**src/rtl/i2c_cond_pkg.sv**
```systemverilog
package i2c_cond_pkg;

  typedef enum logic [2:0] {
    CS_IDLE,
    CS_ST_SETUP,
    CS_ST_HOLD,
    CS_OWNED,
    CS_SP_PREP,
    CS_SP_SETUP,
    CS_SP_HOLD
  } condState_t;

  // Strobes from control to datapath
  typedef struct packed {
    logic latchCfg;  // capture fastMode/longSel
    logic loadCnt;   // load interval counter
    logic useLive;   // take interval from live inputs, not latched copy
    logic isStop;    // STOP interval set
    logic decCnt;    // count down
    logic clrBits;   // clear bit counter
  } dpStrobe_t;

endpackage

```
**src/rtl/i2c_cond_dp.sv**
```systemverilog
module i2c_cond_dp
  import i2c_cond_pkg::*;
#(
  parameter int unsigned ST_STD_SHORT = 20,
  parameter int unsigned ST_STD_LONG  = 52,
  parameter int unsigned ST_HS_SHORT  = 10,
  parameter int unsigned ST_HS_LONG   = 26,
  parameter int unsigned SP_STD_SHORT = 22,
  parameter int unsigned SP_STD_LONG  = 54,
  parameter int unsigned SP_HS_SHORT  = 12,
  parameter int unsigned SP_HS_LONG   = 28,
  parameter int unsigned BITS_PER_BYTE = 8
) (
  input  logic                             clk,
  input  logic                             rstN,
  input  dpStrobe_t                        st,
  input  logic                             fastMode,
  input  logic                             longSel,
  input  logic                             bitTick,
  output logic                             cntZero,
  output logic [$clog2(BITS_PER_BYTE)-1:0] bitCount
);

  localparam int unsigned MAX_A = (ST_STD_LONG > SP_STD_LONG) ? ST_STD_LONG : SP_STD_LONG;
  localparam int unsigned MAX_B = (ST_STD_SHORT > SP_STD_SHORT) ? ST_STD_SHORT : SP_STD_SHORT;
  localparam int unsigned MAX_C = (ST_HS_LONG > SP_HS_LONG) ? ST_HS_LONG : SP_HS_LONG;
  localparam int unsigned MAX_D = (ST_HS_SHORT > SP_HS_SHORT) ? ST_HS_SHORT : SP_HS_SHORT;
  localparam int unsigned MAX_AB = (MAX_A > MAX_B) ? MAX_A : MAX_B;
  localparam int unsigned MAX_CD = (MAX_C > MAX_D) ? MAX_C : MAX_D;
  localparam int unsigned MAX_DUR = (MAX_AB > MAX_CD) ? MAX_AB : MAX_CD;
  localparam int unsigned CNT_W = $clog2(MAX_DUR + 1);
  localparam int unsigned BIT_W = $clog2(BITS_PER_BYTE);

  function automatic logic [CNT_W-1:0] pickDur(input logic fast, input logic lng,
                                               input logic stp);
    int unsigned v;
    case ({stp, fast, lng})
      3'b000:  v = ST_STD_SHORT;
      3'b001:  v = ST_STD_LONG;
      3'b010:  v = ST_HS_SHORT;
      3'b011:  v = ST_HS_LONG;
      3'b100:  v = SP_STD_SHORT;
      3'b101:  v = SP_STD_LONG;
      3'b110:  v = SP_HS_SHORT;
      default: v = SP_HS_LONG;
    endcase
    return CNT_W'(v);
  endfunction

  logic             cfgFast, cfgLong;
  logic             selFast, selLong;
  logic [CNT_W-1:0] cnt;
  logic [CNT_W-1:0] durNext;

  assign selFast = st.useLive ? fastMode : cfgFast;
  assign selLong = st.useLive ? longSel  : cfgLong;
  assign durNext = pickDur(selFast, selLong, st.isStop);
  assign cntZero = (cnt == '0);

  always_ff @(posedge clk or negedge rstN) begin
    if (!rstN) begin
      cfgFast <= 1'b0;
      cfgLong <= 1'b0;
    end else if (st.latchCfg) begin
      cfgFast <= fastMode;
      cfgLong <= longSel;
    end
  end

  always_ff @(posedge clk or negedge rstN) begin
    if (!rstN) begin
      cnt <= '0;
    end else if (st.loadCnt) begin
      cnt <= durNext - CNT_W'(1);
    end else if (st.decCnt && !cntZero) begin
      cnt <= cnt - CNT_W'(1);
    end
  end

  always_ff @(posedge clk or negedge rstN) begin
    if (!rstN) begin
      bitCount <= '0;
    end else if (st.clrBits) begin
      bitCount <= '0;
    end else if (bitTick) begin
      bitCount <= bitCount + BIT_W'(1);
    end
  end

endmodule

```
**src/rtl/i2c_cond_ctrl.sv**
```systemverilog
module i2c_cond_ctrl
  import i2c_cond_pkg::*;
(
  input  logic      clk,
  input  logic      rstN,
  input  logic      cmdWr,
  input  logic      cmdMaster,
  input  logic      cmdTransmit,
  input  logic      cmdBusy,
  input  logic      ifEnable,
  input  logic      cntZero,
  output dpStrobe_t st,
  output logic      sdaOe,
  output logic      sclOe,
  output logic      busy,
  output logic      startDone,
  output logic      stopDone,
  output logic      requestError
);

  condState_t state, stateNext;
  logic       startReq, stopReq;

  assign startReq = cmdWr & cmdMaster & cmdTransmit & cmdBusy;
  assign stopReq  = cmdWr & cmdMaster & cmdTransmit & ~cmdBusy & ifEnable;

  always_comb begin
    stateNext = state;
    st        = '0;
    case (state)
      CS_IDLE: begin
        if (startReq) begin
          stateNext   = CS_ST_SETUP;
          st.latchCfg = 1'b1;
          st.loadCnt  = 1'b1;
          st.useLive  = 1'b1;
        end
      end
      CS_ST_SETUP: begin
        if (cntZero) begin
          stateNext  = CS_ST_HOLD;
          st.loadCnt = 1'b1;
        end else begin
          st.decCnt = 1'b1;
        end
      end
      CS_ST_HOLD: begin
        if (cntZero) begin
          stateNext  = CS_OWNED;
          st.clrBits = 1'b1;
        end else begin
          st.decCnt = 1'b1;
        end
      end
      CS_OWNED: begin
        if (stopReq) begin
          stateNext   = CS_SP_PREP;
          st.latchCfg = 1'b1;
        end
      end
      CS_SP_PREP: begin
        stateNext  = CS_SP_SETUP;
        st.loadCnt = 1'b1;
        st.isStop  = 1'b1;
      end
      CS_SP_SETUP: begin
        st.isStop = 1'b1;
        if (cntZero) begin
          stateNext  = CS_SP_HOLD;
          st.loadCnt = 1'b1;
        end else begin
          st.decCnt = 1'b1;
        end
      end
      CS_SP_HOLD: begin
        st.isStop = 1'b1;
        if (cntZero) begin
          stateNext = CS_IDLE;
        end else begin
          st.decCnt = 1'b1;
        end
      end
      default: stateNext = CS_IDLE;
    endcase
  end

  always_ff @(posedge clk or negedge rstN) begin
    if (!rstN) begin
      state        <= CS_IDLE;
      startDone    <= 1'b0;
      stopDone     <= 1'b0;
      requestError <= 1'b0;
    end else begin
      state        <= stateNext;
      startDone    <= (state == CS_ST_HOLD) && cntZero;
      stopDone     <= (state == CS_SP_HOLD) && cntZero;
      requestError <= startReq && (state != CS_IDLE);
    end
  end

  assign busy  = (state != CS_IDLE);
  assign sdaOe = (state == CS_ST_HOLD) || (state == CS_OWNED) ||
                 (state == CS_SP_PREP) || (state == CS_SP_SETUP);
  assign sclOe = (state == CS_OWNED) || (state == CS_SP_PREP);

endmodule

```
**src/rtl/i2c_cond_gen.sv**
```systemverilog
module i2c_cond_gen
  import i2c_cond_pkg::*;
#(
  parameter int unsigned ST_STD_SHORT = 20,
  parameter int unsigned ST_STD_LONG  = 52,
  parameter int unsigned ST_HS_SHORT  = 10,
  parameter int unsigned ST_HS_LONG   = 26,
  parameter int unsigned SP_STD_SHORT = 22,
  parameter int unsigned SP_STD_LONG  = 54,
  parameter int unsigned SP_HS_SHORT  = 12,
  parameter int unsigned SP_HS_LONG   = 28,
  parameter int unsigned BITS_PER_BYTE = 8
) (
  input  logic                             clk,
  input  logic                             rstN,
  input  logic                             cmdWr,
  input  logic                             cmdMaster,
  input  logic                             cmdTransmit,
  input  logic                             cmdBusy,
  input  logic                             ifEnable,
  input  logic                             fastMode,
  input  logic                             longSel,
  input  logic                             bitTick,
  output logic                             sdaOe,
  output logic                             sclOe,
  output logic                             busy,
  output logic                             startDone,
  output logic                             stopDone,
  output logic                             requestError,
  output logic [$clog2(BITS_PER_BYTE)-1:0] bitCount
);

  dpStrobe_t st;
  logic      cntZero;

  i2c_cond_ctrl u_ctrl (
    .clk          (clk),
    .rstN         (rstN),
    .cmdWr        (cmdWr),
    .cmdMaster    (cmdMaster),
    .cmdTransmit  (cmdTransmit),
    .cmdBusy      (cmdBusy),
    .ifEnable     (ifEnable),
    .cntZero      (cntZero),
    .st           (st),
    .sdaOe        (sdaOe),
    .sclOe        (sclOe),
    .busy         (busy),
    .startDone    (startDone),
    .stopDone     (stopDone),
    .requestError (requestError)
  );

  i2c_cond_dp #(
    .ST_STD_SHORT (ST_STD_SHORT),
    .ST_STD_LONG  (ST_STD_LONG),
    .ST_HS_SHORT  (ST_HS_SHORT),
    .ST_HS_LONG   (ST_HS_LONG),
    .SP_STD_SHORT (SP_STD_SHORT),
    .SP_STD_LONG  (SP_STD_LONG),
    .SP_HS_SHORT  (SP_HS_SHORT),
    .SP_HS_LONG   (SP_HS_LONG),
    .BITS_PER_BYTE(BITS_PER_BYTE)
  ) u_dp (
    .clk      (clk),
    .rstN     (rstN),
    .st       (st),
    .fastMode (fastMode),
    .longSel  (longSel),
    .bitTick  (bitTick),
    .cntZero  (cntZero),
    .bitCount (bitCount)
  );

endmodule

```
**config.mk**
```make
export PLATFORM = sky130hd
export DESIGN_NAME = i2c_cond_gen
export DESIGN_NICKNAME = d
export VERILOG_FILES = /design/src/rtl/i2c_cond_pkg.sv /design/src/rtl/i2c_cond_dp.sv /design/src/rtl/i2c_cond_ctrl.sv /design/src/rtl/i2c_cond_gen.sv
export SDC_FILE = /design/constraint.sdc
export NUM_CORES = 1
export LEC_CHECK = 0
export BUFFER_PORTS_ARGS = -buffer_cell sky130_fd_sc_hd__buf_4
export CAP_MARGIN = 10
export CORE_MARGIN = 5
export CORE_UTILIZATION = 58
export DETAILED_ROUTE_END_ITERATION = 12
export GPL_TIMING_DRIVEN = 0
export PLACE_DENSITY = 0.82
export SLEW_MARGIN = 5
export SYNTH_ARGS = -nofsm -noshare
export SYNTH_HDL_FRONTEND = slang
export SYNTH_SLANG_ARGS = --single-unit
```
**constraint.sdc**
```tcl
create_clock -name clk -period 3.95 [get_ports clk]
set_clock_uncertainty 0.15 [all_clocks]
set_input_delay 0.5925 -clock clk [delete_from_list [all_inputs] [get_ports clk]]
set_output_delay 0.5925 -clock clk [all_outputs]
set_load 0.01 [all_outputs]
```
==> insert_results.sql <==
INSERT INTO impl_metrics (metric_group, metric, value, unit) VALUES
('status', 'outcome', 'complete, no violations', ''),
('route', 'drt_iter0_markers', '37', ''),
('worst_setup_path', 'timing.critical_path.from_type', 'flip-flop', ''),
('yosys', 'post_synth_num_cell_types', '42', ''),
('timing', 'timing_worst_slew_pin_value', '0.6710', 'ns'),
('clock_tree', 'holdBufCountCts', '1', ''),
('global_route', 'grtUsageTotal', '19.87', '%'),
('floorplan', 'io_pins', '19', ''),
('clock_tree', 'cts.root.buffer_cell', 'sky130_fd_sc_hd__clkbuf_4', ''),
('cells_and_area', 'syn_to_final_growth', '19.06', '%'),
('yosys', 'synth_top_family_by_area', 'compound AO/OA/AOI/OAI gates', ''),
('clock_tree', 'clk_pin_slew', '0.10', 'ns'),
('yosys', 'avgSynthCellArea', '9.467', 'um^2'),
('placed_design', 'place.gp.congestion', '0.9097', ''),
('route', 'detail_route.vias_per_cell', '6.081', ''),
('yosys', 'synth-edff-count', '0', ''),
('yosys', 'post_synth_xor_area_fraction', '4.094', '%'),
('clock_tree', 'numCtsBuffers', '3', ''),
('yosys', 'synth-simple-area-share', '20.00', '%'),
('floorplan', 'core_area', '1745', 'um^2'),
('power', 'fin_total_pwr', '0.0009524', 'W'),
('worst_setup_path', 'cp-end-kind', 'flip-flop', ''),
('power', 'swShare', '45.15', '%'),
('yosys', 'proportion_of_synthesized_chip_area_in_sequential_cells', '39.77', '%'),
('timing', 'slew_viol_final', '0', ''),
('clock_tree', 'clk-insertion-delay-late', '0.29', 'ns'),
('route', 'routed-via-count', '979', ''),
('yosys', 'number_of_synthesized_register_bits', '17', ''),
('yosys', 'multiplexer_share_of_the_synthesized_area', '7.719', '%'),
('clock_tree', 'htree_num_levels', '1', ''),
('yosys', 'synthFlopType', 'sky130_fd_sc_hd__dfrtp_1', ''),
('clock_tree', 'clockBufferDepth', '2', ''),
('route', 'detail_route.wl_per_cell', '14.48', 'um'),
('clock_tree', 'post_cts.repair.setup_buffers', '0', ''),
('hold_path', 'hold_class', 'flip-flop to flip-flop', ''),
('yosys', 'synth_top_area_cell', 'sky130_fd_sc_hd__dfrtp_1', ''),
('floorplan', 'die_width', '52.95', 'um'),
('worst_setup_path', 'worst_r2r_startpoint', 'u_ctrl.state[1]$_DFFE_PN0P_', ''),
('yosys', 'synthDominantCellAreaShare', '39.77', '%'),
('floorplan', 'die_area', '2803', 'um^2'),
('clock_tree', 'post_cts_resized', '0', ''),
('worst_setup_path', 'critPathLaunch', 'u_ctrl.state[1]$_DFFE_PN0P_', ''),
('cells_and_area', 'finalNetCount', '149', ''),
('global_route', 'pin_count_of_the_biggest_net_entering_global_routing', '18', ''),
('floorplan', 'die_h', '52.95', 'um'),
('timing', 'fin_crit_sh', '74.98', '%'),
('yosys', 'synth_fp_nets', '125', ''),
('route', 'antenna_left', '0', ''),
('cells_and_area', 'layout-drive-gt1-share', '23.53', '%'),
('timing', 'maxSlewHeadroom', '54.94', '%'),
('yosys', 'synth-warning-count', '0', ''),
('power', 'power.combinational.fraction', '56.9', '%'),
('worst_setup_path', 'cp_data_required_time', '3.98', 'ns'),
('timing', 'grt_setup_unrepaired', 'false', ''),
('power', 'internal_power', '0.0005224', 'W'),
('timing', 'fin_crit', '2.962', 'ns'),
('cells_and_area', 'number_of_inserted_diodes', '0', ''),
('timing', 'max_freq', '337.7', 'MHz'),
('cells_and_area', 'post_layout_nonfiller_instances', '161', ''),
('job', 'maxCapViolations', '0', ''),
('yosys', 'area_fraction_in_compound_gates_after_synthesis', '22.69', '%'),
('clock_tree', 'tritoncts', 'built', ''),
('route', 'drt-total-wl', '2.331', 'mm'),
('floorplan', 'initial_core_util', '61.29', '%'),
('power', 'power-per-cell-area', '747.8', 'nW/um^2'),
('timing', 'hold_viol_final', '0', ''),
('timing', 'tns', '0', 'ns'),
('power', 'seq_power_share', '33.3', '%'),
('floorplan', 'row_count', '15', ''),
('yosys', 'post_synth_inst_count', '113', ''),
('worst_setup_path', 'crit_path_max_fanout', '7', '');
[metrics by stage]
step                      area (um^2)  worst slack, ns  utilization, %  hold WS [ns]
after global routing             1274           0.7097           72.97        0.3993
after CTS                        1274            1.054           72.97        0.3842
after floorplan                  1070            1.379               -        0.1469
final                            1274           0.9884           72.97        0.3764
after global placement           1236            1.201           70.82        0.3164
after detailed placement         1236            1.065           70.82        0.3177
[worst max-delay path: stages (launching register included)]
cell	delay, ns
sky130_fd_sc_hd__dfrtp_1	0.38
sky130_fd_sc_hd__buf_2	0.16
sky130_fd_sc_hd__nor3_1	0.41
sky130_fd_sc_hd__inv_1	0.13
sky130_fd_sc_hd__o211ai_1	0.30
sky130_fd_sc_hd__o221ai_1	0.20
sky130_fd_sc_hd__mux2i_1	0.16
sky130_fd_sc_hd__ha_1	0.22
sky130_fd_sc_hd__inv_1	0.09
sky130_fd_sc_hd__o41ai_1	0.35
sky130_fd_sc_hd__o41a_1	0.21
sky130_fd_sc_hd__mux2i_1	0.07
[power groups by stage]
stage | registers, W | clock network [W] | logic [W]
global route | 0.000326 | 0.000107 | 0.000612
floorplan | 0.000313 | 0 | 0.000389
global placement | 0.000316 | 0 | 0.000524
CTS | 0.000317 | 0.0000975 | 0.000540
finish | 0.000317 | 0.0000935 | 0.000542
detailed placement | 0.000320 | 0 | 0.000537
[worst paths after layout]
kind	to	slack [ns]	cells after the start
setup / recovery	u_dp.cnt[4]$_DFFE_PN0P_	0.99	11
hold / removal	u_dp.cfgLong$_DFFE_PN0P_	0.38	1
setup reg to reg	u_dp.cnt[4]$_DFFE_PN0P_	0.99	11
hold reg to reg	u_dp.cfgLong$_DFFE_PN0P_	0.38	1
max in group asynchronous	u_dp.cnt[5]$_DFFE_PN0P_	2.91	2
min in group asynchronous	u_dp.cnt[4]$_DFFE_PN0P_	0.55	2
[layer usage]
metal | GRT usage [%] | routed length (um)
met1 | 24.91 | 994
met2 | 31.61 | 1140
met3 | 3.944 | 139
met4 | 11.06 | 57
met5 | 0 | 0
[state kept, by name, summed over array words and instances, names as in the netlist]
name / count
u_ctrl.requestError: 1
u_dp.bitCount: 3
u_dp.cnt: 6
u_dp.cfgFast: 1
u_ctrl.state: 3
u_ctrl.stopDone: 1
u_ctrl.startDone: 1
u_dp.cfgLong: 1
[layout by cell type (no fill, tap or decap), types with 3 or more instances in the layout]
cell type                  Yosys  final
sky130_fd_sc_hd__buf_4         0     18
sky130_fd_sc_hd__a21oi_1       7      7
sky130_fd_sc_hd__dfrtp_1      17     17
sky130_fd_sc_hd__o22ai_1       3      3
sky130_fd_sc_hd__clkbuf_1      3      3
sky130_fd_sc_hd__nand2_1       9      9
sky130_fd_sc_hd__xor2_1        3      3
sky130_fd_sc_hd__clkbuf_4      0      3
sky130_fd_sc_hd__nor2b_1       3      3
sky130_fd_sc_hd__nor2_1        9      9
sky130_fd_sc_hd__mux2i_1       6      6
sky130_fd_sc_hd__o21ai_0       5      5
sky130_fd_sc_hd__inv_1         4      4
[cell families (layout without fill, tap and decap cells)]
kind of cell    after synthesis  after routing
mux                           8              8
compound gates               34             34
simple gates                 38             38
xor+xnor                      5              5
buf+inv                       9             32
fa+ha+maj                     2              2
flops                        17             17
[cell type report]
type / instances / area, um^2
Inverter: 4 / 15.01
Clock inverter: 1 / 5.005
Buffer: 5 / 21.27
Timing Repair Buffer: 19 / 145.1
Fill cell: 133 / 471.7
Multi-Input combinational cell: 87 / 608.1
Sequential cell: 17 / 425.4
Clock buffer: 3 / 22.52
Tap cell: 25 / 31.28
[cells in the mapped netlist, types with 2 or more instances]
library cell / count
sky130_fd_sc_hd__dfrtp_1: 17
sky130_fd_sc_hd__nand2_1: 9
sky130_fd_sc_hd__nor2_1: 9
sky130_fd_sc_hd__a21oi_1: 7
sky130_fd_sc_hd__mux2i_1: 6
sky130_fd_sc_hd__o21ai_0: 5
sky130_fd_sc_hd__inv_1: 4
sky130_fd_sc_hd__clkbuf_1: 3
sky130_fd_sc_hd__nor2b_1: 3
sky130_fd_sc_hd__o22ai_1: 3
sky130_fd_sc_hd__xor2_1: 3
sky130_fd_sc_hd__a21boi_0: 2
sky130_fd_sc_hd__a31oi_1: 2
sky130_fd_sc_hd__and3_1: 2
sky130_fd_sc_hd__buf_2: 2
sky130_fd_sc_hd__ha_1: 2
sky130_fd_sc_hd__mux2_2: 2
sky130_fd_sc_hd__nand2b_1: 2
sky130_fd_sc_hd__nand3_1: 2
sky130_fd_sc_hd__nand4_1: 2
sky130_fd_sc_hd__nor3_1: 2
sky130_fd_sc_hd__o41ai_1: 2
sky130_fd_sc_hd__or3_1: 2
sky130_fd_sc_hd__xnor2_1: 2
(Power assumes the default switching activity.)
